==> src/rtl/lsq_pkg.sv <==
package lsq_pkg;

  localparam logic [2:0] SEL_DEFAULT = 3'd2;

  typedef enum logic [1:0] {
    LS_DOWN = 2'd0,
    LS_QUAL = 2'd1,
    LS_UP   = 2'd2
  } linkState_t;

  // Strobes from control to the tick counter.
  typedef struct packed {
    logic clrCnt;
    logic incCnt;
  } cntCtl_t;

  // Window length in microseconds for each selection code.
  function automatic int unsigned windowUs(input logic [2:0] code);
    case (code)
      3'd0:    windowUs = 0;
      3'd1:    windowUs = 500;
      3'd2:    windowUs = 1000;
      3'd3:    windowUs = 64000;
      3'd4:    windowUs = 256000;
      3'd5:    windowUs = 512000;
      3'd6:    windowUs = 1000000;
      default: windowUs = 2000000;
    endcase
  endfunction

endpackage

==> src/rtl/lsq_datapath.sv <==
module lsq_datapath
  import lsq_pkg::*;
#(
  parameter int unsigned TIME_DIV = 1,
  parameter int unsigned CNT_W    = 21
) (
  input  logic       clk,
  input  logic       rstN,
  input  logic       selLoad,
  input  logic [2:0] selCode,
  input  cntCtl_t    cntCtl,
  output logic       selChange,
  output logic       targetZero,
  output logic       lastTick
);

  localparam int NUM_CODES = 8;

  logic [CNT_W-1:0] targetTbl [NUM_CODES];
  logic [2:0]       selReg;
  logic [CNT_W-1:0] tickCnt;
  logic [CNT_W-1:0] target;

  // Window constants per code, scaled by the tick divisor.
  for (genvar g = 0; g < NUM_CODES; g++) begin : g_tbl
    assign targetTbl[g] = CNT_W'(windowUs(3'(g)) / TIME_DIV);
  end

  assign target     = targetTbl[selReg];
  assign targetZero = (target == '0);
  assign lastTick   = (tickCnt == target - CNT_W'(1));
  assign selChange  = selLoad && (selCode != selReg);

  always_ff @(posedge clk or negedge rstN) begin
    if (!rstN) begin
      selReg <= SEL_DEFAULT;
    end else if (selLoad) begin
      selReg <= selCode;
    end
  end

  always_ff @(posedge clk or negedge rstN) begin
    if (!rstN) begin
      tickCnt <= '0;
    end else if (cntCtl.clrCnt) begin
      tickCnt <= '0;
    end else if (cntCtl.incCnt) begin
      tickCnt <= tickCnt + CNT_W'(1);
    end
  end

  AST_CNT_BOUND: assert property (@(posedge clk) disable iff (!rstN)
    tickCnt <= target) else $error("tick count beyond window");

  AST_RELOAD_RESTART: assert property (@(posedge clk) disable iff (!rstN)
    selChange |=> (tickCnt == '0)) else $error("count kept over reload");

  AST_SAME_CODE_KEEP: assert property (@(posedge clk) disable iff (!rstN)
    (selLoad && !selChange) |=> $stable(selReg)) else $error("same-code load altered code");

endmodule

==> src/rtl/lsq_control.sv <==
module lsq_control
  import lsq_pkg::*;
(
  input  logic    clk,
  input  logic    rstN,
  input  logic    rawLink,
  input  logic    usTick,
  input  logic    selChange,
  input  logic    targetZero,
  input  logic    lastTick,
  output cntCtl_t cntCtl,
  output logic    linkUp,
  output logic    linkChg
);

  linkState_t state, stateNext;

  always_comb begin
    stateNext     = state;
    cntCtl.clrCnt = 1'b0;
    cntCtl.incCnt = 1'b0;
    if (state == LS_UP) begin
      if (!rawLink) begin
        cntCtl.clrCnt = 1'b1;
        stateNext     = LS_DOWN;
      end
    end else begin
      if (!rawLink) begin
        cntCtl.clrCnt = 1'b1;
        stateNext     = LS_DOWN;
      end else if (selChange) begin
        cntCtl.clrCnt = 1'b1;
        stateNext     = LS_QUAL;
      end else if (targetZero) begin
        cntCtl.clrCnt = 1'b1;
        stateNext     = LS_UP;
      end else if (usTick && lastTick) begin
        cntCtl.clrCnt = 1'b1;
        stateNext     = LS_UP;
      end else begin
        cntCtl.incCnt = usTick;
        stateNext     = LS_QUAL;
      end
    end
  end

  always_ff @(posedge clk or negedge rstN) begin
    if (!rstN) begin
      state   <= LS_DOWN;
      linkChg <= 1'b0;
    end else begin
      state   <= stateNext;
      linkChg <= (stateNext == LS_UP) != (state == LS_UP);
    end
  end

  assign linkUp = (state == LS_UP);

  AST_DROP_ON_RAW_LOW: assert property (@(posedge clk) disable iff (!rstN)
    !rawLink |=> !linkUp) else $error("link held while raw low");

  AST_RISE_NEEDS_RAW: assert property (@(posedge clk) disable iff (!rstN)
    (!linkUp && !rawLink) |=> !linkUp) else $error("rise without raw");

  AST_CHG_ON_EDGE: assert property (@(posedge clk) disable iff (!rstN)
    (linkUp != $past(linkUp)) |-> linkChg) else $error("missing change pulse");

  AST_CHG_ONLY_EDGE: assert property (@(posedge clk) disable iff (!rstN)
    linkChg |-> (linkUp != $past(linkUp))) else $error("spurious change pulse");

  AST_UP_HOLDS: assert property (@(posedge clk) disable iff (!rstN)
    (linkUp && rawLink) |=> linkUp) else $error("link dropped with raw high");

endmodule

==> src/rtl/link_stability_qual.sv <==
module link_stability_qual
  import lsq_pkg::*;
#(
  parameter int unsigned TIME_DIV = 1
) (
  input  logic       clk,
  input  logic       rstN,
  input  logic       rawLink,
  input  logic       usTick,
  input  logic       selLoad,
  input  logic [2:0] selCode,
  output logic       linkUp,
  output logic       linkChg
);

  localparam int unsigned MAX_TICKS = windowUs(3'd7) / TIME_DIV;
  localparam int unsigned CNT_W     = $clog2(MAX_TICKS + 1);

  cntCtl_t cntCtl;
  logic    selChange;
  logic    targetZero;
  logic    lastTick;

  lsq_datapath #(
    .TIME_DIV (TIME_DIV),
    .CNT_W    (CNT_W)
  ) u_dp (
    .clk        (clk),
    .rstN       (rstN),
    .selLoad    (selLoad),
    .selCode    (selCode),
    .cntCtl     (cntCtl),
    .selChange  (selChange),
    .targetZero (targetZero),
    .lastTick   (lastTick)
  );

  lsq_control u_ctl (
    .clk        (clk),
    .rstN       (rstN),
    .rawLink    (rawLink),
    .usTick     (usTick),
    .selChange  (selChange),
    .targetZero (targetZero),
    .lastTick   (lastTick),
    .cntCtl     (cntCtl),
    .linkUp     (linkUp),
    .linkChg    (linkChg)
  );

endmodule

==> config.mk <==
export PLATFORM = sky130hd
export DESIGN_NAME = link_stability_qual
export DESIGN_NICKNAME = d
export VERILOG_FILES = /design/src/rtl/lsq_pkg.sv /design/src/rtl/lsq_datapath.sv /design/src/rtl/lsq_control.sv /design/src/rtl/link_stability_qual.sv
export SDC_FILE = /design/constraint.sdc
export NUM_CORES = 1
export LEC_CHECK = 0
export CAP_MARGIN = 15
export CORE_AREA = 8 8 77 112
export CTS_CLUSTER_DIAMETER = 120
export DETAILED_ROUTE_END_ITERATION = 16
export DIE_AREA = 0 0 85 120
export GPL_ROUTABILITY_DRIVEN = 0
export SYNTH_ARGS = -nofsm -noshare
export SYNTH_HDL_FRONTEND = slang
export SYNTH_SLANG_ARGS = --single-unit
==> constraint.sdc <==
create_clock -name clk -period 3.75 [get_ports clk]
set_input_delay 0.75 -clock clk [delete_from_list [all_inputs] [get_ports clk]]
set_output_delay 0.75 -clock clk [all_outputs]
set_load 0.05 [all_outputs]
==> results of run 1 <==
==> path summary, 6_finish.rpt <==
| kind | startpoint | slack [ps] | end | depth (start not counted) |
|---|---|---|---|---|
| worst max-delay path | u_dp.selReg[1] | 230 | u_dp.tickCnt[14] | 13 |
| worst min-delay path | u_dp.tickCnt[1] | 590 | u_dp.tickCnt[1] | 2 |
| worst max register to register | u_dp.selReg[1] | 230 | u_dp.tickCnt[14] | 13 |
| worst min register to register | u_dp.tickCnt[1] | 590 | u_dp.tickCnt[1] | 2 |
| max in group asynchronous | rstN | 2590 | u_dp.selReg[1] | 2 |
| min in group asynchronous | rstN | 840 | u_dp.tickCnt[16] | 2 |
==> what timing repair did <==
item,CTS,global route
setup endpoints to repair,0,22
hold buffers,0,0
gates resized for setup,0,1
==> cell type report <==
| class | count | area share |
|---|---|---|
| clock buffers | 3 | 0.0166 |
| clock inverters | 1 | 0.00201 |
| inverters | 10 | 0.0151 |
| multi-input cells | 210 | 0.574 |
| flip-flops and latches | 27 | 0.272 |
| well taps | 80 | 0.0402 |
| repair buffers | 22 | 0.0804 |
==> worst min-delay path, stage by stage (launching register included) <==
cell and delay, ps:
dfrtp_1 420, o21ai_1 80, a21oi_1 70
==> cell families (layout without fill, tap and decap cells) <==
family,Yosys count,in the layout
AO/OA/AOI/OAI,73,73
flip-flops,27,27
buffers and inverters,28,36
AND/OR/NAND/NOR,101,101
adder cells (fa/ha/maj),8,8
multiplexers,4,4
XOR/XNOR,24,24
==> power groups by stage <==
stage | clock, µW | sequential, µW | combinational, µW
global route | 193 | 301 | 238
global placement | 0 | 306 | 213
finish | 175 | 301 | 216
CTS | 186 | 301 | 215
detailed placement | 0 | 306 | 214
floorplan | 0 | 306 | 153
==> cells in the final DEF (no fill, tap or decap), drive strengths merged, types with 4 or more instances in the layout <==
| cell type | count |
|---|---|
| nand2 | 21 |
| nor2 | 9 |
| or3 | 6 |
| a21oi | 24 |
| xor2 | 14 |
| inv | 10 |
| dfrtp | 26 |
| and2 | 4 |
| clkdlybuf4s50 | 9 |
| or4 | 9 |
| ha | 8 |
| nand3 | 9 |
| o31ai | 10 |
| and3 | 6 |
| nand2b | 5 |
| nand4 | 8 |
| o21ai | 13 |
| buf | 13 |
| nor2b | 4 |
| xnor2 | 10 |
| nor3 | 5 |
==> per-stage QoR <==
stage,setup slack [ps],util,power (µW)
6_report,230,0.352,691
5_1_grt,17.7,0.352,732
4_1_cts,237,0.351,702
3_5_place_dp,276,0.344,520
3_3_place_gp,320,0.344,519
2_1_floorplan,83.9,-,458
==> flip-flops by register name, indices dropped and copies added (netlist names) <==
name	count
u_ctl.state	2
u_dp.selReg	3
u_dp.tickCnt	21
u_ctl.linkChg	1
==> metal layers <==
metal  vias to the layer above  global-route usage  part of all wire
met4                         0              0.0750             0.043
li1                       1001                   -                 -
met3                        14              0.0130             0.027
met1                       996               0.125              0.40
met5                         -                   0                 0
met2                        36               0.225              0.53
==> results_dict.tcl, run 1 <==
set metrics [dict create \
    outcome "finished clean" \
    netlist_area_um2 2240 \
    dpl.cell_count 349 \
    hold_viol_final 0 \
    fin_crit_sh 0.939 \
    swShare 0.331 \
    numCtsBuffers 3 \
    wirelength_um 5840 \
    instances_no_fill 353 \
    crit_type "reg2reg" \
    worstPathArrival_ps 3740 \
    max_stage_delay_ps 580 \
    cts_tree "yes" \
    slew_headroom 0.666 \
    synth_top_cell_area_share 0.291 \
    io_pins 10 \
    min_period_ps 3520 \
    crit_family "simple AND/OR/NAND/NOR gates" \
    synth_cells 265 \
    yosys-top-cells-area "dfrtp_1 (29%), xor2_1 (5.5%), a21oi_1 (5.4%)" \
    clock_sinks 27 \
    synthTopCellsByCount "dfrtp_1 (26), a21oi_1 (24), nand2_1 (21), xor2_1 (14), o21ai_0 (12)" \
    synth_edf_count 0 \
    skew_ps 3.81 \
    yosys.area.top_type "dfrtp_1" \
    synthMuxAreaShare 0.0184 \
    rsz0062_at_grt "false" \
    syn_area_per_cell_um2 8.45 \
    synth_compound_area_frac 0.219 \
    grt_use_total 0.121 \
    ir_drop_uv 129 \
    synthAdderAreaFrac 0.0447 \
    die_area_um2 10200 \
    viasPerCell 5.80 \
    synthFlopType "dfrtp_1" \
    drc 0 \
    drive_above_1_share 0.110 \
    cp.required_ps 3970 \
    die_height_um 120 \
    synth_nets 281 \
    htreeDepth 1 \
    n_antenna_cell 0 \
    synth-async-reset-ratio 1.00 \
    fin_area_um2 2490 \
    p_int_uw 462 \
    place_hpwl_um 4470 \
    clockPowerShare 0.253 \
    placed_area_um2 2440 \
    synth_xor_area_frac 0.0939 \
    routedWlPerCell_um 16.5 \
    num_vias 2047 \
    synth.most_common_cell "dfrtp_1" \
    drv_slew 0 \
    nFillCells 746 \
    antenna_found_initial 0 \
    path_common_cell "ha_1" \
    hold_ws_ps 595 \
    cp_max_fo 14 \
    path_cells "inv_2, ha_1, nand2b_1, ha_1, or3b_4, o2bb2ai_2, or3_1, nand4_1, nor4_2, and3_1, buf_4, or4_1, a21oi_1" \
    min_path_type "reg2reg" \
    yosysSeqAreaShare 0.302 \
    seq_area_um2 677 \
    slowest_stage "dfstp_2" \
    synthSimpleGateAreaFrac 0.260 \
    grt.overflow.total 0 \
    synth-seq-cells 27 \
    synth.distinct_cells 59 \
    setup_tns_ps 0 \
    combPwrFrac 0.312 \
    rows 38 \
    power.density_nw_per_um2 277 \
    start_util 0.316 \
    layout.nets 290 \
    grt_max_degree 28 \
    area_delta_synth_final_pct 11.2 \
    multi_input_area_um2 1430 \
    clk_pin_slew_worst_paths_ps 100 \
    grt_pass1_vias 2075 \
    cts_setup_buffers 0 \
    synth_top_family_by_area "simple AND/OR/NAND/NOR gates" \
    drtAntennaViolNets 0 \
    fp.dieW_um 85 \
    drt_iter0_drc 113 \
    tightest_slew_ps 499 \
    end_kind "flop" \
    drv_cap 0 \
    worstSetupStartpointType "flop" \
    core_region_area_um2 7080 \
    seqPwrFrac 0.435 \
    clockBufferDepth 2 \
    p_leak_uw 0.000964 \
    drt_pre_antenna_iters 4 \
    path_buf_inv 2 \
    fmaxAchievable_ghz 0.284 \
    portBuffers 9 \
    grt_pass1_wl_um 9940 \
    cts-root-buf "clkbuf_8" \
    setup_violations 0 \
    switchingPower_uw 229 \
    clk_latency_ps 280 \
    ys_warn_count 0 \
]
Note: power is estimated with default switching activity, not from simulation.
==> run 2: changes to the inputs <==
--- a/config.mk
+++ b/config.mk
@@ -6,11 +6,14 @@
 export NUM_CORES = 1
 export LEC_CHECK = 0
 export CAP_MARGIN = 15
-export CORE_AREA = 8 8 77 112
+export CORE_AREA = 8 8 76 112
 export CTS_CLUSTER_DIAMETER = 120
 export DETAILED_ROUTE_END_ITERATION = 16
-export DIE_AREA = 0 0 85 120
+export DIE_AREA = 0 0 84 120
 export GPL_ROUTABILITY_DRIVEN = 0
+export HOLD_SLACK_MARGIN = 0.05
+export REMOVE_ABC_BUFFERS = 1
 export SYNTH_ARGS = -nofsm -noshare
 export SYNTH_HDL_FRONTEND = slang
+export SYNTH_HIERARCHICAL = 1
 export SYNTH_SLANG_ARGS = --single-unit
==> run 2 against run 1 <==
Utilization is 7.4 points higher. First-iteration DRC count fell by 46%. Global-route usage up 0.30 points. The run now ends with setup timing left. Clock power is 3% lower. Critical path depth grew 5. Largest cell class unchanged. Combinational power increased by 44%. Maximum frequency down 9.5%. Wire length increased by 5.8%. Hold slack worse by 27 ps. Setup slack got worse by 370 ps. Via count up 2.3%.
==> results_dict.tcl, run 2 <==
set metrics [dict create \
    r2r-end "u_dp/tickCnt[18]" \
    grt_pass1_vias 2215 \
    numCtsBuffers 3 \
    drt_iter0_drc 61 \
    core_region_area_um2 6990 \
    power_uw 785 \
    p_leak_uw 0.00124 \
    worstSetupStartpointType "flop" \
    synth-seq-cells 27 \
    synthFlopType "dfrtp_1" \
    cp_max_fo 3 \
    io_pins 10 \
    synth.distinct_cells 57 \
    hold_viol_final 0 \
    max_stage_delay_ps 580 \
    synth_top_cell_area_share 0.294 \
    largest_reg_flops 21 \
    place_hpwl_um 4680 \
    drv_slew 0 \
    setup_violations 11 \
    antenna_found_initial 0 \
    drtAntennaViolNets 0 \
    start_util 0.317 \
    hold_path_depth 2 \
    ir_drop_uv 107 \
    n_antenna_cell 0 \
    cp.required_ps 3920 \
    largest_register "u_dp/tickCnt" \
    dpl.cell_count 377 \
    htreeDepth 1 \
    clockBufferDepth 2 \
    top_regs "u_dp/tickCnt (21), u_dp/selReg (3), u_ctl/state (2)" \
    instances_no_fill 389 \
    grt.overflow.total 0 \
    end_kind "flop" \
    violations "setup timing" \
    power.density_nw_per_um2 264 \
    netlist_area_um2 2210 \
    skew_ps 7.27 \
    slowest_stage "dfstp_2" \
    yosys.area.top_type "dfrtp_1" \
    fin_crit_sh 1.04 \
    cts_tree "yes" \
    final_common_cell "buf_4" \
    rsz0062_at_grt "true" \
    routedWlPerCell_um 15.9 \
    ys_warn_count 6 \
    synthTopCellsByCount "nor2_1 (35), dfrtp_1 (26), nand2_1 (18), xnor2_1 (18), xor2_1 (16)" \
    outcome "finished with violations" \
    grt_use_total 0.124 \
    final_cell_mix "buf_4 (46), nor2_1 (32), dfrtp_1 (25), xnor2_1 (18), xor2_1 (16)" \
    timing.rr.start "u_dp/selReg[1]" \
    tightest_slew_ps 502 \
    num_vias 2095 \
    drive_above_1_share 0.317 \
    layout.nets 326 \
    min_path_type "reg2reg" \
    synth_cells 256 \
    clk_pin_slew_worst_paths_ps 100 \
    wirelength_um 6180 \
    clock_sinks 27 \
    drt_pre_antenna_iters 4 \
    die_height_um 120 \
    die_area_um2 10100 \
    grt_max_degree 28 \
    synth-async-reset-ratio 1.00 \
    min_period_ps 3890 \
    fp.dieW_um 84 \
    reg2reg_slack_ps -140 \
    portBuffers 9 \
    cts-root-buf "clkbuf_8" \
    clk_latency_ps 270 \
    syn_area_per_cell_um2 8.65 \
    finalWorstSetupSlack_ps -140 \
    drv_cap 0 \
    drc 0 \
    fmaxAchievable_ghz 0.257 \
    placed_area_um2 2660 \
    synth_edf_count 0 \
    area_delta_synth_final_pct 34.4 \
    path_common_cell "xor2_1" \
    yosysSeqAreaShare 0.306 \
    viasPerCell 5.39 \
    yosys-top-cells-area "dfrtp_1 (29%), xnor2_1 (7.1%), xor2_1 (6.3%)" \
    cts_hold_buf 0 \
    path_cells "inv_4, buf_6, ha_4, mux2_4, nand3b_1, xor2_1, nor4bb_4, o32ai_2, nor4_4, or4b_4, nor3b_4, buf_4, o211a_4, nand4_1, nor2_2, nand3_1, xor2_1, nor2_1" \
    grt_pass1_wl_um 10300 \
    synth.most_common_cell "nor2_1" \
    rows 38 \
    fin_area_um2 2980 \
    slew_headroom 0.664 \
    min_from "u_ctl/state[0]" \
    worstPathArrival_ps 4060 \
    r2r_cells 18 \
    crit_type "reg2reg" \
    hold_path_end "u_ctl/linkChg" \
]
## run 2: cell types whose count changed after synthesis, sizes merged, moves of 4 or more
cell	change
o31ai	-5
o21ai	+4
xnor2	+9
or4	-8
nor2	+26
a21oi	-14
clkbuf	-5
## run 2: area by class of cell
| type | count | area (µm²) |
|---|---|---|
| clock buffers | 3 | 41.3 |
| clock inverters | 1 | 5.00 |
| fillers | 681 | 4010 |
| inverters | 10 | 40.0 |
| multi-input cells | 207 | 1610 |
| flip-flops and latches | 27 | 678 |
| well taps | 80 | 100 |
| repair buffers | 61 | 503 |
## run 2: worst max-delay path by stage
stage,from,endpoint,slack (ps),cells after the start
floorplan,u_dp/selReg[1],u_dp/tickCnt[19],-1670,17
global placement,u_dp/selReg[1],u_dp/tickCnt[18],-50,19
detailed placement,u_dp/selReg[1],u_dp/tickCnt[18],-90,19
CTS,u_dp/selReg[1],u_dp/tickCnt[20],-40,18
global route,u_dp/selReg[1],u_dp/tickCnt[18],-390,19
finish,u_dp/selReg[1],u_dp/tickCnt[18],-140,18
## run 2: metrics by stage
stage / TNS [ps] / hold slack (ps) / setup slack, ps / util
floorplan: -26450 / 454 / -1670 / -
global placement: -117 / 541 / -53.0 / 0.381
detailed placement: -412 / 559 / -88.6 / 0.381
CTS: -53.5 / 573 / -35.4 / 0.401
global route: -4310 / 589 / -385 / 0.426
finish: -785 / 567 / -140 / 0.426
## run 2: logic make-up (layout without fill, tap and decap cells)
logic type	after synthesis	in the layout	share of synthesized area
buffers and inverters	22	75	0.0497
AOI/OAI and AO/OA	53	53	0.168
adders and majority gates	8	8	0.0452
muxes	5	5	0.0232
and+or+nand+nor	106	106	0.267
DFF	27	27	0.306
xor gates and xnor gates	35	35	0.142
## run 2: power by group
part | total, µW | switching (µW) | internal (µW)
Clock | 169 | 94.0 | 74.5
Combinational | 312 | 158 | 154
Sequential | 304 | 7.15 | 297
## run 2: critical path: cells and delay by family (launching register included)
kind | cells | cell delay, ps
and+or+nand+nor | 9 | 1700
xor gates and xnor gates | 2 | 310
adders and majority gates | 1 | 150
buffers and inverters | 3 | 340
AOI/OAI and AO/OA | 2 | 450
DFF | 1 | 580
muxes | 1 | 260
## run 2: repair_timing
item / CTS / global route
resized for setup: 14 / 35
endpoints found under the setup margin: 10 / 18
setup buffers: 5 / 4
pin swaps: 8 / 16
## run 2: routing by layer
metal | global-route usage | share of wire | vias up
li1 | - | - | 1007
met1 | 0.119 | 0.36 | 1023
met2 | 0.241 | 0.58 | 50
met3 | 0.0136 | 0.024 | 15
met4 | 0.0770 | 0.038 | 0
met5 | 0 | 0 | -
